--- src/rtl/lock_pkg.sv ---
package lock_pkg;

  localparam int LOCK_N = 3;
  localparam int LVL_W  = $clog2(LOCK_N + 1);

  // Minimum level at which each access kind is refused
  localparam int DENY_TBL_LVL    = 1;
  localparam int DENY_PROG_LVL   = 1;
  localparam int DENY_VERIFY_LVL = 2;
  localparam int DENY_EXEC_LVL   = 3;

  typedef struct packed {
    logic tbl_ext;
    logic int_fetch;
    logic code_prog;
    logic code_verify;
    logic ext_exec;
  } access_t;

  // Count set bits from bit 0 upward, stopping at the first clear bit
  function automatic logic [LVL_W-1:0] run_level(input logic [LOCK_N-1:0] bits);
    int n;
    n = 0;
    for (int i = 0; i < LOCK_N; i++) begin
      if (bits[i] && (n == i)) n = i + 1;
    end
    return LVL_W'(n);
  endfunction

  function automatic logic below(input logic [LVL_W-1:0] lvl, input int limit);
    return (int'(lvl) < limit);
  endfunction

  function automatic access_t filter(input access_t req, input logic [LVL_W-1:0] lvl);
    access_t g;
    g.tbl_ext     = req.tbl_ext     & below(lvl, DENY_TBL_LVL);
    g.int_fetch   = req.int_fetch;
    g.code_prog   = req.code_prog   & below(lvl, DENY_PROG_LVL);
    g.code_verify = req.code_verify & below(lvl, DENY_VERIFY_LVL);
    g.ext_exec    = req.ext_exec    & below(lvl, DENY_EXEC_LVL);
    return g;
  endfunction

endpackage

--- src/rtl/lock_bit_cell.sv ---
module lock_bit_cell (
  input  logic clk,
  input  logic set_stb,
  input  logic clr_stb,
  output logic bit_q
);
  // Blank state at power-up models an erased cell; reset leaves it alone
  logic cell_r = 1'b0;

  always_ff @(posedge clk) begin
    if (clr_stb)      cell_r <= 1'b0;
    else if (set_stb) cell_r <= 1'b1;
  end

  assign bit_q = cell_r;
endmodule

--- src/rtl/lock_bit_bank.sv ---
module lock_bit_bank
  import lock_pkg::*;
(
  input  logic              clk,
  input  logic [LOCK_N-1:0] prog_stb,
  input  logic              erase_stb,
  output logic [LOCK_N-1:0] bits,
  output logic [LVL_W-1:0]  level
);
  genvar gi;
  generate
    for (gi = 0; gi < LOCK_N; gi++) begin : g_cell
      lock_bit_cell u_cell (
        .clk     (clk),
        .set_stb (prog_stb[gi]),
        .clr_stb (erase_stb),
        .bit_q   (bits[gi])
      );
    end
  endgenerate

  assign level = run_level(bits);
endmodule

--- src/rtl/ea_sample_latch.sv ---
module ea_sample_latch (
  input  logic clk,
  input  logic rst_n,
  input  logic armed,
  input  logic pin,
  output logic held,
  output logic unknown,
  output logic mismatch,
  output logic load_evt
);
  logic held_r    = 1'b0;
  logic unknown_r = 1'b1;

  assign load_evt = ~rst_n & armed;

  always_ff @(posedge clk) begin
    if (load_evt) begin
      held_r    <= pin;
      unknown_r <= 1'b0;
    end
  end

  assign held     = held_r;
  assign unknown  = unknown_r;
  assign mismatch = armed & (held_r ^ pin);
endmodule

--- src/rtl/access_policy.sv ---
module access_policy
  import lock_pkg::*;
(
  input  logic [LVL_W-1:0] level,
  input  access_t          req,
  output access_t          gnt
);
  assign gnt = filter(req, level);
endmodule

--- src/rtl/code_lock_unit.sv ---
module code_lock_unit
  import lock_pkg::*;
(
  input  logic              clk,
  input  logic              rst_n,
  input  logic              ea_pin,
  input  logic [LOCK_N-1:0] lock_prog,
  input  logic              chip_erase,
  input  logic              req_tbl_ext,
  input  logic              req_int_fetch,
  input  logic              req_code_prog,
  input  logic              req_code_verify,
  input  logic              req_ext_exec,
  output logic              gnt_tbl_ext,
  output logic              gnt_int_fetch,
  output logic              gnt_code_prog,
  output logic              gnt_code_verify,
  output logic              gnt_ext_exec,
  output logic [LOCK_N-1:0] lock_status,
  output logic [LVL_W-1:0]  prot_level,
  output logic              ea_held,
  output logic              ea_unknown,
  output logic              ea_mismatch
);
  logic [LOCK_N-1:0] bits_w;
  logic [LVL_W-1:0]  level_w;
  logic              armed_w;
  logic              ea_load_w;
  access_t           req_w;
  access_t           gnt_w;

  lock_bit_bank u_bank (
    .clk       (clk),
    .prog_stb  (lock_prog),
    .erase_stb (chip_erase),
    .bits      (bits_w),
    .level     (level_w)
  );

  assign armed_w = (level_w != '0);

  ea_sample_latch u_ea (
    .clk      (clk),
    .rst_n    (rst_n),
    .armed    (armed_w),
    .pin      (ea_pin),
    .held     (ea_held),
    .unknown  (ea_unknown),
    .mismatch (ea_mismatch),
    .load_evt (ea_load_w)
  );

  assign req_w = '{tbl_ext:     req_tbl_ext,
                   int_fetch:   req_int_fetch,
                   code_prog:   req_code_prog,
                   code_verify: req_code_verify,
                   ext_exec:    req_ext_exec};

  access_policy u_policy (
    .level (level_w),
    .req   (req_w),
    .gnt   (gnt_w)
  );

  assign gnt_tbl_ext     = gnt_w.tbl_ext;
  assign gnt_int_fetch   = gnt_w.int_fetch;
  assign gnt_code_prog   = gnt_w.code_prog;
  assign gnt_code_verify = gnt_w.code_verify;
  assign gnt_ext_exec    = gnt_w.ext_exec;
  assign lock_status     = bits_w;
  assign prot_level      = level_w;
endmodule

--- config.mk ---
export PLATFORM = sky130hd
export DESIGN_NAME = code_lock_unit
export DESIGN_NICKNAME = d
export VERILOG_FILES = /design/src/rtl/lock_pkg.sv /design/src/rtl/lock_bit_cell.sv /design/src/rtl/lock_bit_bank.sv /design/src/rtl/ea_sample_latch.sv /design/src/rtl/access_policy.sv /design/src/rtl/code_lock_unit.sv
export SDC_FILE = /design/constraint.sdc
export NUM_CORES = 1
export LEC_CHECK = 0
export BUFFER_PORTS_ARGS = -buffer_cell sky130_fd_sc_hd__buf_2
export CAP_MARGIN = 20
export CORE_AREA = 2 2 39 41
export CTS_BUF_LIST = sky130_fd_sc_hd__clkbuf_2
export DETAILED_ROUTE_END_ITERATION = 7
export DIE_AREA = 0 0 41 43
export PLACE_DENSITY = 0.46
export SYNTH_ARGS = -nofsm -noshare
export SYNTH_HDL_FRONTEND = slang
export SYNTH_SLANG_ARGS = --single-unit
--- constraint.sdc ---
create_clock -name clk -period 1.22 [get_ports clk]
set_clock_uncertainty 0.15 [all_clocks]
set_input_delay 0.305 -clock clk [delete_from_list [all_inputs] [get_ports clk]]
set_output_delay 0.305 -clock clk [all_outputs]
set_load 0.05 [all_outputs]
==> flow_summary.toml, run 1 <==
[status]
status = "finished, violations left"
violations = "setup timing"

[clocking]
clk_pin_slew_ns = 0.05
postCtsHoldBufs = 0
cts-root-buf = "clkbuf_2"
htree_levels = 1
clk_latency_ns = 0.21
cts_tree = "yes"
cts.sinks = 4
cts_buffer_depth = 2
numCtsBuffers = 3

[placement]
dp_hpwl_um = 401
gp_congestion = 0.610
port_buffers = 21
placed_cell_area_um2 = 364

[cells_and_area]
layout_commonest_cell = "buf_2"
fin_area_um2 = 494
area_delta_synth_final_pct = 115
drive_above_1_share_pct = 80.4
diodes = 0
nets = 64
final_cell_mix = "buf_2, nor2_1, buf_8, buf_6"

[drt]
drtPass1Iterations = 1
avgRoutedWirePerCell_um = 7.43
ant_nets = 0
first_iter_violations = 0
drt-total-wl_um = 498
drc_errors = 0
vias = 247
viasPerCell = 3.69

[die]
rows = 14
start_util_pct = 16.6
dieArea_um2 = 1760
pin_count = 25
core-area_um2 = 1380
die_w_um = 41
die_y_um = 43

[yosys]
yosysSeqAreaShare_pct = 39.1
synth-seq-cells = 4
yosysTopAreaCellShare_pct = 26.1
syn_inst = 26
synth_cell_type_count = 14
yosys.area.top_type = "dfxtp_1"
synth_area_um2 = 230
syn_nets = 38
yosysWarnings = 0
ys_top_cells_by_area = "dfxtp_1, buf_4, edfxtp_1, nor2_1, and2b_1"
syn_avg_cell_area_um2 = 8.85

[worst_setup_path]
cp-end-kind = "primary output"
cp.arrival_ns = 1.06
slowest_delay_ns = 0.39
cp_max_fo = 2
reg2regPathDepth = 3
path_delay_family = "flip-flops"
crit_slowest_cell = "edfxtp_1"
crit_type = "reg -> out"
r2r-end = "u_ea.held"
endpoint = "ea_mismatch"
worstPathRequired_ns = 0.76
crit_start = "u_ea.held"
cp_num_buf_inv = 1
worstPathCellList = "xor2_1 > and2_4 > buf_8"
worstReg2RegStart = "u_bank.g_cell[0].u_cell.bit_q"
reg2reg_slack_ns = 0.08
crit_cells = 3
start_kind = "flip-flop"

[grt]
grt_max_degree = 7
grt_first_pass_wirelength_um = 821
grtUsageTotal_pct = 7.44
grt_pass1_vias = 241
overflow = 0
antenna_found_initial = 0

[timing]
min_period_ns = 1.52
hold_viol = 0
rsz0062_at_grt = "true"
final.setup.worst_slack_ns = -0.298
clock.fmax_mhz = 659
setup_viol = 9
period_share_pct = 124
slew_violations = 0
holdWs_ns = 0.120

[min_path]
hold_path.class = "in -> reg"
min-delay-start = "chip_erase"

[power]
power.total_w = 0.000523
p_leak_nw = 0.253
ir_drop_mv = 0.246
power.density_nw_per_um2 = 1060

[job]
cap_violations = 0
## metrics by stage
step / TNS (ns) / setup WS [ns] / utilization (%) / instances
after floorplan: -0.681 / -0.289 / - / 26
after global placement: -0.474 / -0.168 / 26.3 / 61
after detailed placement: -0.484 / -0.190 / 26.3 / 61
after CTS: -1.66 / -0.319 / 34.6 / 67
after global routing: -1.99 / -0.349 / 35.7 / 67
final: -1.56 / -0.298 / 35.7 / 67
## flip-flops by register name, indices dropped and copies added, names as in the netlist
register                    cells
u_ea.held                       1
u_bank.g_cell.u_cell.bit_q      3
## cell families (layout without fill, tap and decap cells)
| family | count (synthesis) | in the layout | synth area share, % |
|---|---|---|---|
| DFF | 4 | 4 | 39.1 |
| and+or+nand+nor | 12 | 12 | 29.4 |
| AOI/OAI and AO/OA | 2 | 2 | 8.15 |
| other | 1 | 1 | 1.63 |
| xor gates and xnor gates | 1 | 1 | 3.81 |
| buffers and inverters | 6 | 31 | 17.9 |
## synthesized netlist by cell type (all sizes together)
| cell type | count |
|---|---|
| a21boi | 2 |
| and2 | 2 |
| and2b | 2 |
| buf | 5 |
| conb | 1 |
| dfxtp | 3 |
| edfxtp | 1 |
| inv | 1 |
| nor2 | 6 |
| nor2b | 2 |
| xor2 | 1 |
## worst reg2reg max path, stage by stage, from the launching register on
cell and delay [ns]:
dfxtp_4 0.37, buf_4 0.11, buf_4 0.09, nor2b_1 0.13
## power by group
group	internal, W	switching [W]
Combinational	0.0000998	0.000123
Sequential	0.000145	0.0000108
Clock	0.0000865	0.0000576
Total	0.000331	0.000191
## layout make-up
cell class | instances | area [µm²]
Clock buffer | 4 | 20.0
Tap cell | 16 | 20.0
Multi-Input combinational cell | 16 | 120
Inverter | 1 | 3.75
Timing Repair Buffer | 26 | 231
Fill cell | 155 | 890
Sequential cell | 4 | 98.8
## worst min path at each step
stage,endpoint,cells past startpoint
final,u_bank.g_cell[0].u_cell.bit_q,2
after global routing,u_bank.g_cell[0].u_cell.bit_q,2
after CTS,u_bank.g_cell[0].u_cell.bit_q,2
after detailed placement,u_bank.g_cell[0].u_cell.bit_q,2
after global placement,u_bank.g_cell[1].u_cell.bit_q,2
after floorplan,u_bank.g_cell[0].u_cell.bit_q,1
## layer usage
metal  GRT usage [%]  vias up  routed length, µm
met5               0        -                  0
met4            8.00        0                 13
met1            5.50      106                136
met3            4.19        2                 75
met2            11.6       16                272
li1                -      123                  -
## timing repair
item	CTS	global route
resized for setup	27	4
setup endpoints to repair	11	11
pin swaps	1	0
endpoints found under the hold margin	0	0
buffers inserted	2	0
(Power assumes the default switching activity.)
==> run 2: changes to the inputs <==
- PLACE_DENSITY: 0.46 -> 0.47
- REMOVE_ABC_BUFFERS: unset -> 1
==> flow_summary.toml, run 2 (synthesis gave the netlist of run 1 again) <==
[placement]
port_buffers = 21
dp_hpwl_um = 409
gp_congestion = 0.550
placed_cell_area_um2 = 340

[worst_setup_path]
start_kind = "flip-flop"
cp-end-kind = "primary output"
cp.arrival_ns = 1.06
worstReg2RegStart = "u_bank.g_cell[0].u_cell.bit_q"
crit_type = "reg -> out"
cp_max_fo = 2
reg2reg_slack_ns = 0.02
worstPathRequired_ns = 0.76
crit_start = "u_ea.held"
endpoint = "ea_mismatch"
reg2regPathDepth = 4
r2r-end = "u_ea.held"

[grt]
grt_max_degree = 7
grt_pass1_vias = 216
antenna_found_initial = 0
overflow = 0
grt_first_pass_wirelength_um = 800
grtUsageTotal_pct = 7.55

[die]
rows = 14
die_w_um = 41
die_y_um = 43
pin_count = 25
start_util_pct = 16.6
core-area_um2 = 1380
dieArea_um2 = 1760

[drt]
drc_errors = 0
viasPerCell = 3.51
vias = 242
drtPass1Iterations = 3
drt-total-wl_um = 555
ant_nets = 0
avgRoutedWirePerCell_um = 8.04
first_iter_violations = 3

[power]
ir_drop_mv = 0.351
power.density_nw_per_um2 = 1020
p_leak_nw = 0.265

[cells_and_area]
fin_area_um2 = 520
final_cell_mix = "buf_2, buf_6, nor2_1, buf_8, clkbuf_2"
drive_above_1_share_pct = 75.5
largest_reg_flops = 3
diodes = 0
multi_input_area_um2 = 115
nets = 66
regArea_um2 = 101
post-route-util_pct = 37.6
area_delta_synth_final_pct = 126
final.fill_count = 147

[clocking]
cts_buffer_depth = 2
cts_tree = "yes"
htree_levels = 1
clk_latency_ns = 0.21
numCtsBuffers = 3
cts-root-buf = "clkbuf_2"
postCtsHoldBufs = 0
clk_pin_slew_ns = 0.06
cts.sinks = 4

[timing]
slew_violations = 0
rsz0062_at_grt = "true"
min_period_ns = 1.51
period_share_pct = 124
clock.fmax_mhz = 662
setup_viol = 10
setup_tns_ns = -1.74
holdWs_ns = 0.111
final.setup.worst_slack_ns = -0.292
hold_viol = 0

[min_path]
hold_path.class = "in -> reg"
min-delay-start = "chip_erase"

[status]
violations = "setup timing"
status = "finished, violations left"

[job]
cap_violations = 0
[run 2: worst max-delay path, cell delays in order (launching register included)]
cell	delay [ns]
edfxtp_1	0.40
xor2_1	0.15
and2_1	0.14
buf_6	0.15
[run 2: how the worst min path moves through the flow]
stage / end / slack [ns] / cells past startpoint
finish: u_bank.g_cell[0].u_cell.bit_q / 0.11 / 2
global route: u_bank.g_cell[0].u_cell.bit_q / 0.1 / 2
CTS: u_bank.g_cell[0].u_cell.bit_q / 0.1 / 2
detailed placement: u_bank.g_cell[2].u_cell.bit_q / 0.35 / 2
global placement: u_bank.g_cell[1].u_cell.bit_q / 0.36 / 2
floorplan: u_bank.g_cell[0].u_cell.bit_q / 0.23 / 1
[run 2: repair_timing]
item,4_1_cts,5_1_grt
setup endpoints to repair,11,11
gates resized for setup,30,13
pin swaps,2,0
setup buffers,2,2
[run 2: metrics by stage]
stage | cells | setup WS, ns | power, W
after floorplan | 21 | -1.13 | 0.000269
after global placement | 61 | -0.142 | 0.000318
after detailed placement | 61 | -0.157 | 0.000320
after CTS | 67 | -0.313 | 0.000521
after global routing | 69 | -0.368 | 0.000565
final | 69 | -0.292 | 0.000530
[run 2: area by class of cell]
class                           instances  area share (%)
Clock buffer                            4            3.85
Inverter                                1           0.721
Multi-Input combinational cell         16            22.1
Sequential cell                         4            19.5
Tap cell                               16            3.85
Timing Repair Buffer                   28            50.0
[run 2: power by group]
group          leakage (nW)  total (W)  switching [W]  internal [W]
Combinational         0.212   0.000228       0.000125      0.000103
Clock                0.0166   0.000147      0.0000603     0.0000866
Sequential           0.0359   0.000155      0.0000110      0.000144
[run 2: metal layers]
metal  routed length [µm]  vias to the layer above  global-route usage, %
li1                     -                      127                      -
met1                  251                      101                   8.74
met2                  252                       14                   8.44
met3                   51                        0                   3.14
met4                    0                        0                   10.0
met5                    0                        -                      0
==> run 3: changes to the inputs <==
- SETUP_SLACK_MARGIN: unset -> 0.1
==> flow_summary.toml, run 3 (synthesis gave the netlist of run 1 again) <==
[worst_setup_path]
start_kind = "flip-flop"
crit_start = "u_ea.held"
cp-end-kind = "primary output"
cp.arrival_ns = 1.06
crit_type = "reg -> out"
cp_max_fo = 2
worstPathRequired_ns = 0.76
worstReg2RegStart = "u_bank.g_cell[0].u_cell.bit_q"

[die]
core-area_um2 = 1380
die_w_um = 41
dieArea_um2 = 1760
rows = 14
start_util_pct = 16.6
die_y_um = 43
pin_count = 25

[drt]
viasPerCell = 3.55
drc_errors = 0
drtPass1Iterations = 3
drt-total-wl_um = 547
first_iter_violations = 2
ant_nets = 0
vias = 245
avgRoutedWirePerCell_um = 7.93

[clocking]
clk_latency_ns = 0.21
clk_pin_slew_ns = 0.06
htree_levels = 1
cts-root-buf = "clkbuf_2"
cts.sinks = 4
cts_buffer_depth = 2
cts_tree = "yes"
numCtsBuffers = 3

[status]
violations = "setup timing"
status = "finished, violations left"

[cells_and_area]
nets = 66
fin_area_um2 = 524
regArea_um2 = 101
fin_cells = 69
largest_reg_flops = 3
area_delta_synth_final_pct = 128
final_cell_mix = "buf_6, buf_2, nor2_1, buf_8, clkbuf_2"
post-route-util_pct = 37.9
diodes = 0
layout_commonest_cell = "buf_6"
multi_input_area_um2 = 115
final.fill_count = 150
drive_above_1_share_pct = 75.5

[min_path]
min-delay-start = "chip_erase"
hold_path.class = "in -> reg"

[placement]
dp_hpwl_um = 409
gp_congestion = 0.550
port_buffers = 21
dp.cells = 61
placed_cell_area_um2 = 340

[timing]
rsz0062_at_grt = "true"
final.setup.worst_slack_ns = -0.291
clock.fmax_mhz = 662
min_period_ns = 1.51
hold_viol = 0
setup_viol = 11
slew_violations = 0
period_share_pct = 124

[power]
p_int_w = 0.000335
p_leak_nw = 0.266
p_comb_share_pct = 43.6
power.density_nw_per_um2 = 1010
p_sw_w = 0.000196
ir_drop_mv = 0.343
power_frac_clock_pct = 27.6
p_seq_share_pct = 28.8
p_sw_share_pct = 36.9

[grt]
grt_first_pass_wirelength_um = 834
grtUsageTotal_pct = 7.75
antenna_found_initial = 0
overflow = 0
grt_pass1_vias = 218
grt_max_degree = 7

[job]
cap_violations = 0
[run 3: critical path, stage by stage (launching register included)]
cell      delay [ns]
edfxtp_1        0.40
xor2_1          0.15
and2_1          0.14
buf_6           0.15
[run 3: cell type report]
class	instances	area share, %
timing repair buffer	28	50.4
multi-input combinational	16	22.0
sequential	4	19.3
clock buffer	4	3.82
tap	16	3.82
inverter	1	0.716
[run 3: layer usage]
layer | track usage [%] | part of all wire, % | vias up | routed length, µm
met5 | 0 | 0 | - | 0
met4 | 10.0 | 0 | 0 | 0
met3 | 3.14 | 9.3 | 0 | 51
met2 | 8.75 | 48 | 14 | 262
met1 | 9.06 | 43 | 104 | 234
li1 | - | - | 127 | -
[run 3: metrics by stage]
step	hold slack [ns]	setup slack (ns)	power, W	setup TNS (ns)
2_1_floorplan	0.227	-1.13	0.000269	-3.65
3_3_place_gp	0.355	-0.142	0.000318	-0.643
3_5_place_dp	0.349	-0.157	0.000320	-0.778
4_1_cts	0.0967	-0.313	0.000525	-1.88
5_1_grt	0.0975	-0.368	0.000566	-2.37
6_report	0.111	-0.291	0.000531	-1.79
[run 3: path summary, 6_finish.rpt]
check                             endpoint  slack [ns]  cells after the start
max                            ea_mismatch       -0.29                      3
min          u_bank.g_cell[0].u_cell.bit_q        0.11                      2
max reg2reg                      u_ea.held        0.11                      3
min reg2reg  u_bank.g_cell[1].u_cell.bit_q        0.34                      2
[run 3: power by group through the flow]
stage	Sequential, W	Clock [W]	Combinational (W)
floorplan	0.000184	0	0.0000852
global placement	0.000157	0	0.000162
detailed placement	0.000157	0	0.000163
CTS	0.000156	0.000156	0.000214
global route	0.000154	0.000169	0.000244
finish	0.000153	0.000147	0.000232
[run 3: timing repair]
action / CTS / global route
pin swaps: 2 / 1
resized for setup: 33 / 10
buffers inserted: 2 / 3
hold endpoints to repair: 0 / 0
hold buffers: 0 / 0
setup endpoints to repair: 12 / 12
